--- config.mk ---
export PLATFORM = sky130hd
export DESIGN_NAME = spi_irq_status
export DESIGN_NICKNAME = d
export VERILOG_FILES = /design/src/rtl/spi_irq_pkg.sv /design/src/rtl/spi_char_buffer.sv /design/src/rtl/spi_err_flags.sv /design/src/rtl/spi_irq_combine.sv /design/src/rtl/spi_irq_status.sv
export SDC_FILE = /design/constraint.sdc
export NUM_CORES = 1
export LEC_CHECK = 0
export BUFFER_PORTS_ARGS = -buffer_cell sky130_fd_sc_hd__buf_2
export CAP_MARGIN = 20
export CORE_AREA = 2 2 53 55
export DETAILED_ROUTE_END_ITERATION = 12
export DIE_AREA = 0 0 55 57
export PLACE_DENSITY = 0.71
export SYNTH_ARGS = -nofsm -noshare
export SYNTH_HDL_FRONTEND = slang
export SYNTH_SLANG_ARGS = --single-unit
export TNS_END_PERCENT = 100
--- constraint.sdc ---
create_clock -name clk -period 2.2 [get_ports clk]
set_input_delay 0.66 -clock clk [delete_from_list [all_inputs] [get_ports clk]]
set_output_delay 0.66 -clock clk [all_outputs]
set_load 0.005 [all_outputs]
--- src/rtl/spi_irq_pkg.sv ---
package spi_irq_pkg;
  localparam int ERR_W   = 4;
  localparam int ERR_OVR = 0;
  localparam int ERR_ABT = 1;
  localparam int ERR_COL = 2;
  localparam int ERR_UND = 3;

  localparam logic [1:0] MODE_OFF    = 2'b00;
  localparam logic [1:0] MODE_TXONLY = 2'b10;

  localparam logic [1:0] REG_DATA = 2'd0;
  localparam logic [1:0] REG_STAT = 2'd1;

  function automatic logic link_on(input logic [1:0] m);
    return m != MODE_OFF;
  endfunction

  function automatic logic rx_irq_path(input logic [1:0] m);
    return (m != MODE_OFF) && (m != MODE_TXONLY);
  endfunction
endpackage

--- src/rtl/spi_char_buffer.sv ---
module spi_char_buffer #(
  parameter int DATA_W = 8
) (
  input  logic              clk,
  input  logic              rst_n,
  input  logic              capture,
  input  logic              rx_path,
  input  logic              take_rx,
  input  logic              load_tx,
  input  logic [DATA_W-1:0] shift_in,
  output logic [DATA_W-1:0] rx_data,
  output logic              rx_full,
  output logic              tx_empty,
  output logic              ovr_evt
);
  logic full_d;
  logic empty_d;
  logic data_en;

  always_comb begin
    data_en = capture;
    full_d  = rx_full;
    empty_d = tx_empty;
    if (capture)      full_d = 1'b1;
    else if (take_rx) full_d = 1'b0;
    if (capture)      empty_d = 1'b1;
    else if (load_tx) empty_d = 1'b0;
    ovr_evt = capture & rx_path & rx_full & ~take_rx;
  end

  always_ff @(posedge clk or negedge rst_n) begin
    if (!rst_n) begin
      rx_data  <= '0;
      rx_full  <= 1'b0;
      tx_empty <= 1'b1;
    end else begin
      if (data_en) rx_data <= shift_in;
      rx_full  <= full_d;
      tx_empty <= empty_d;
    end
  end
endmodule

--- src/rtl/spi_err_flags.sv ---
module spi_err_flags #(
  parameter int N = 4
) (
  input  logic         clk,
  input  logic         rst_n,
  input  logic [N-1:0] set_evt,
  input  logic         clr_req,
  input  logic [N-1:0] clr_mask,
  output logic [N-1:0] flags
);
  for (genvar i = 0; i < N; i++) begin : g_bit
    logic bit_q;
    logic bit_d;
    always_comb begin
      bit_d = bit_q;
      if (clr_req && clr_mask[i]) bit_d = 1'b0;
      if (set_evt[i])             bit_d = 1'b1;
    end
    always_ff @(posedge clk or negedge rst_n) begin
      if (!rst_n) bit_q <= 1'b0;
      else        bit_q <= bit_d;
    end
    assign flags[i] = bit_q;
  end
endmodule

--- src/rtl/spi_irq_combine.sv ---
module spi_irq_combine
  import spi_irq_pkg::*;
(
  input  logic             clk,
  input  logic             rst_n,
  input  logic [1:0]       mode,
  input  logic             data_irq_en,
  input  logic             timer_en,
  input  logic             brg_timeout,
  input  logic             stat_rd,
  input  logic             rx_full,
  input  logic             tx_empty,
  input  logic [ERR_W-1:0] err_flags,
  output logic             timer_pend,
  output logic             irq
);
  logic pend_d;
  logic data_src;
  logic err_src;

  always_comb begin
    pend_d = timer_pend & ~stat_rd;
    if ((mode == MODE_OFF) && brg_timeout) pend_d = 1'b1;
    if (!timer_en) pend_d = 1'b0;
  end

  always_ff @(posedge clk or negedge rst_n) begin
    if (!rst_n) timer_pend <= 1'b0;
    else        timer_pend <= pend_d;
  end

  always_comb begin
    data_src = link_on(mode) & data_irq_en &
               ((rx_full & rx_irq_path(mode)) | tx_empty);
    err_src  = link_on(mode) & (|err_flags);
    irq      = data_src | err_src | timer_pend;
  end
endmodule

--- src/rtl/spi_irq_status.sv ---
module spi_irq_status
  import spi_irq_pkg::*;
#(
  parameter int DATA_W = 8
) (
  input  logic              clk,
  input  logic              rst_n,
  input  logic [1:0]        mode,
  input  logic              data_irq_en,
  input  logic              timer_en,
  input  logic              xfer_done,
  input  logic [DATA_W-1:0] shift_data,
  input  logic              underrun_evt,
  input  logic              collision_evt,
  input  logic              abort_evt,
  input  logic              brg_timeout,
  input  logic              rd_en,
  input  logic              wr_en,
  input  logic [1:0]        addr,
  input  logic [DATA_W-1:0] wdata,
  output logic [DATA_W-1:0] rdata,
  output logic              irq
);
  localparam int TXE_BIT = DATA_W - 1;
  localparam int RXF_BIT = DATA_W - 2;

  logic              rst_meta;
  logic              rst_sync_n;
  logic              capture;
  logic              take_rx;
  logic              load_tx;
  logic              stat_rd;
  logic              stat_wr;
  logic [DATA_W-1:0] rx_data;
  logic              rx_full;
  logic              tx_empty;
  logic              ovr_evt;
  logic [ERR_W-1:0]  err_set;
  logic [ERR_W-1:0]  err_flags;
  logic              timer_pend;
  logic [DATA_W-1:0] stat_word;
  logic [DATA_W-1:0] rdata_d;

  always_ff @(posedge clk or negedge rst_n) begin
    if (!rst_n) begin
      rst_meta   <= 1'b0;
      rst_sync_n <= 1'b0;
    end else begin
      rst_meta   <= 1'b1;
      rst_sync_n <= rst_meta;
    end
  end

  always_comb begin
    capture = link_on(mode) & xfer_done;
    take_rx = rd_en & (addr == REG_DATA);
    load_tx = wr_en & (addr == REG_DATA);
    stat_rd = rd_en & (addr == REG_STAT);
    stat_wr = wr_en & (addr == REG_STAT);
    err_set          = '0;
    err_set[ERR_UND] = link_on(mode) & underrun_evt;
    err_set[ERR_COL] = link_on(mode) & collision_evt;
    err_set[ERR_ABT] = link_on(mode) & abort_evt;
    err_set[ERR_OVR] = ovr_evt;
  end

  spi_char_buffer #(.DATA_W(DATA_W)) u_buf (
    .clk      (clk),
    .rst_n    (rst_sync_n),
    .capture  (capture),
    .rx_path  (rx_irq_path(mode)),
    .take_rx  (take_rx),
    .load_tx  (load_tx),
    .shift_in (shift_data),
    .rx_data  (rx_data),
    .rx_full  (rx_full),
    .tx_empty (tx_empty),
    .ovr_evt  (ovr_evt)
  );

  spi_err_flags #(.N(ERR_W)) u_err (
    .clk      (clk),
    .rst_n    (rst_sync_n),
    .set_evt  (err_set),
    .clr_req  (stat_wr),
    .clr_mask (wdata[ERR_W-1:0]),
    .flags    (err_flags)
  );

  spi_irq_combine u_irq (
    .clk         (clk),
    .rst_n       (rst_sync_n),
    .mode        (mode),
    .data_irq_en (data_irq_en),
    .timer_en    (timer_en),
    .brg_timeout (brg_timeout),
    .stat_rd     (stat_rd),
    .rx_full     (rx_full),
    .tx_empty    (tx_empty),
    .err_flags   (err_flags),
    .timer_pend  (timer_pend),
    .irq         (irq)
  );

  always_comb begin
    stat_word                 = '0;
    stat_word[TXE_BIT]        = tx_empty;
    stat_word[RXF_BIT]        = rx_full;
    stat_word[ERR_W-1:0]      = err_flags;
    case (addr)
      REG_DATA: rdata_d = rx_data;
      REG_STAT: rdata_d = stat_word;
      default:  rdata_d = '0;
    endcase
  end

  always_ff @(posedge clk or negedge rst_sync_n) begin
    if (!rst_sync_n)  rdata <= '0;
    else if (rd_en)   rdata <= rdata_d;
  end
endmodule

==> metrics <==
Post-Synthesis Cells=90; Max Fclk=476 MHz; worst r2r src=rst_sync_n; H-tree levels=1; Logic pwr share=17.0%; Max clock buf depth=2; EDFF count, synth=0; Worst EP required=1.54 ns; RSZ-0062 raised after global routing=false; synthesis-to-layout area growth=21.3%; initial core utilization=42.2%; Yosys top cell by area=dfrtp_1; total global-route track usage=15.2%; commonest cells in the netlist=24 x dfrtp_1, 10 x inv_1, 8 x mux2_4, 8 x nand2_1; xor and xnor fraction of the mapped netlist area=0%; Max FO, Critical Path=2; outcome=finished, final reports clean; I/O pin count=40; Async SR Flop Fraction=100%; Synth Area in Compound Gates=12.0%; core region area=2620 um^2; Total Wirelength=2190 um; setup ws final=0.0978 ns; Main synth FF type=dfrtp_1; Layout Nets=159; Critical Path Max Stage Delay=0.42 ns; syn avg cell area=12.3 um^2; crit start category=register; arrival time at the worst endpoint=1.44 ns; layout cells sized above 1=44.9%; Setup Skew=0.00487 ns; number of max-slew violations in the final report=0; final hold slack=0.0967 ns; largest net degree at the start of global routing=24; clk sinks=25; first-pass GRT wire length=3450 um; combinational family with the most area after synthesis=multiplexers; Worst R2R Path Depth=0; first drt pass iteration count=4; HP Class=input port to asynchronous set/reset pin; GRT overflow=0; RD Place Congestion=0.764; 1st-iter DRT viols=23; Tmin final=2.10 ns; maxcap violations=0; Worst Setup End Kind=output pin; post-synthesis cell area=1100 um^2; Place WS=0.214 ns; Reg-to-Reg End=u_buf.rx_data[6]; vias in the first global route=775; Die Width=55 um; final worst-path cycle share=95.6%; via/cell ratio=5.08; Routed Antenna Nets=0; DR DRC count=0; row cnt=19; Peak VDD IR=0.417 mV; Slew Limit Headroom=37.7%; clock power share=22.7%; Leak Pwr=0.682 nW; WL/cell=13.9 um; top cells by area, synth=dfrtp_1 54%, mux2_4 11%, mux2i_1 5.4%; Seq cells post-synth=25; Detailed Place HPWL=1610 um; DIE AREA=3140 um^2; Buf+Inv Stages, Crit Path=1; worst skew pair latency=0.32 ns; adder-cell share of the synthesized area=0%; Root Driver=clkbuf_4; cell family with most CP delay=flip-flops; DR vias=802; # diodes=0; Synth Area in Simple Gates=8.62%; flop2flop setup slack=1.24 ns; Syn. warnings=0; Die Ht=57 um; cell with the most instances after synthesis=dfrtp_1; power after layout=899 uW; Psw=234 uW; CTS Buf Count=3; Worst Max-Slew Pin Slew=0.935 ns; setup violators final=0; Layout fillers=254; pwr dens=672 nW/um^2; Synth top area share=54.4%; Syn Nets=121; internal power=665 uW; Critical Path, Cell by Cell=nor4_2 > o21ai_1 > a21o_2 > buf_2; mux cell area share after synthesis=16.3%; clock-pin slew on the worst setup and hold paths=0.14 ns; Sequential Power Share=60.3%; sw frac=26.0%; Synth cell types=25; antenna violations before repair=0; Setup CP Type=register to output pin; total negative slack=0 ns; CTS tree=yes; slowest CP cell=dfrtp_1; port buffer count=35; Final Hold Vio Count=0; register area share after synthesis=56.8%
[layout make-up]
cell class / count / area, um^2 / share of cell area [%]
Clock buffer: 3 / 22.5 / 1.68
Timing Repair Buffer: 37 / 190 / 14.2
Tap cell: 31 / 38.8 / 2.90
Inverter: 10 / 37.5 / 2.80
Multi-Input combinational cell: 51 / 418 / 31.2
Clock inverter: 1 / 5.00 / 0.374
Sequential cell: 25 / 627 / 46.8
[state kept, by name, summed over array words and instances (netlist names)]
register / cells
rdata: 8
rst_meta: 1
rst_sync_n: 1
u_buf.rx_data: 8
u_buf.rx_full: 1
u_buf.tx_empty: 1
u_err.g_bit.bit_q: 4
u_irq.timer_pend: 1
[power groups by stage]
stage	Combinational, mW	Sequential [mW]	Clock [mW]
after floorplan	0.0924	0.545	0
after global placement	0.144	0.551	0
after detailed placement	0.149	0.552	0
after CTS	0.150	0.543	0.214
after global routing	0.168	0.549	0.224
final	0.153	0.542	0.204
[layer usage]
layer	vias to the layer above	GRT usage [%]	part of all wire, %
li1	387	-	-
met1	390	20.2	47
met2	21	23.8	47
met3	4	3.14	3.9
met4	0	6.62	1.6
met5	-	0	0
[cells by family (layout without fill, tap and decap cells)]
logic type	after synthesis	after routing
DFF	25	25
AOI/OAI and AO/OA	19	19
and+or+nand+nor	17	17
muxes	14	14
buffers and inverters	14	51
other	1	1
[cells in the final DEF, fill, tap and decap left out, types with 2 or more instances in the layout]
cell and count:
o22ai_1 6, a22o_2 4, dfrtp_1 24, buf_2 35, o21ai_0 4, nand2_1 8
nor2_1 2, mux2_4 8, inv_1 10, mux2i_1 6, buf_4 2, clkbuf_4 3
nand3_1 2
[repair_timing]
item / in CTS / in global routing
hold buffers: 0 / 0
resized for setup: 0 / 2
buffers inserted: 0 / 1
endpoints found under the hold margin: 0 / 0
endpoints found under the setup margin: 0 / 1
[worst max-delay path by stage]
stage | start | end | slack, ns | depth (start not counted)
2_1_floorplan | mode[1] | irq | 0.34 | 3
3_3_place_gp | mode[0] | irq | 0.21 | 5
3_5_place_dp | mode[0] | irq | 0.21 | 5
4_1_cts | u_err.g_bit[3].bit_q | irq | 0.02 | 4
5_1_grt | u_err.g_bit[1].bit_q | irq | 0.01 | 4
6_report | u_err.g_bit[0].bit_q | irq | 0.1 | 4
[per-stage QoR]
| stage | std cells | instance area [um^2] | util (%) |
|---|---|---|---|
| 2_1_floorplan | 90 | 1100 | - |
| 3_3_place_gp | 153 | 1300 | 49.6 |
| 4_1_cts | 157 | 1330 | 50.7 |
| 5_1_grt | 158 | 1340 | 51.2 |
| 6_report | 158 | 1340 | 51.2 |
| 3_5_place_dp | 153 | 1300 | 49.6 |
(Power assumes the default switching activity.)
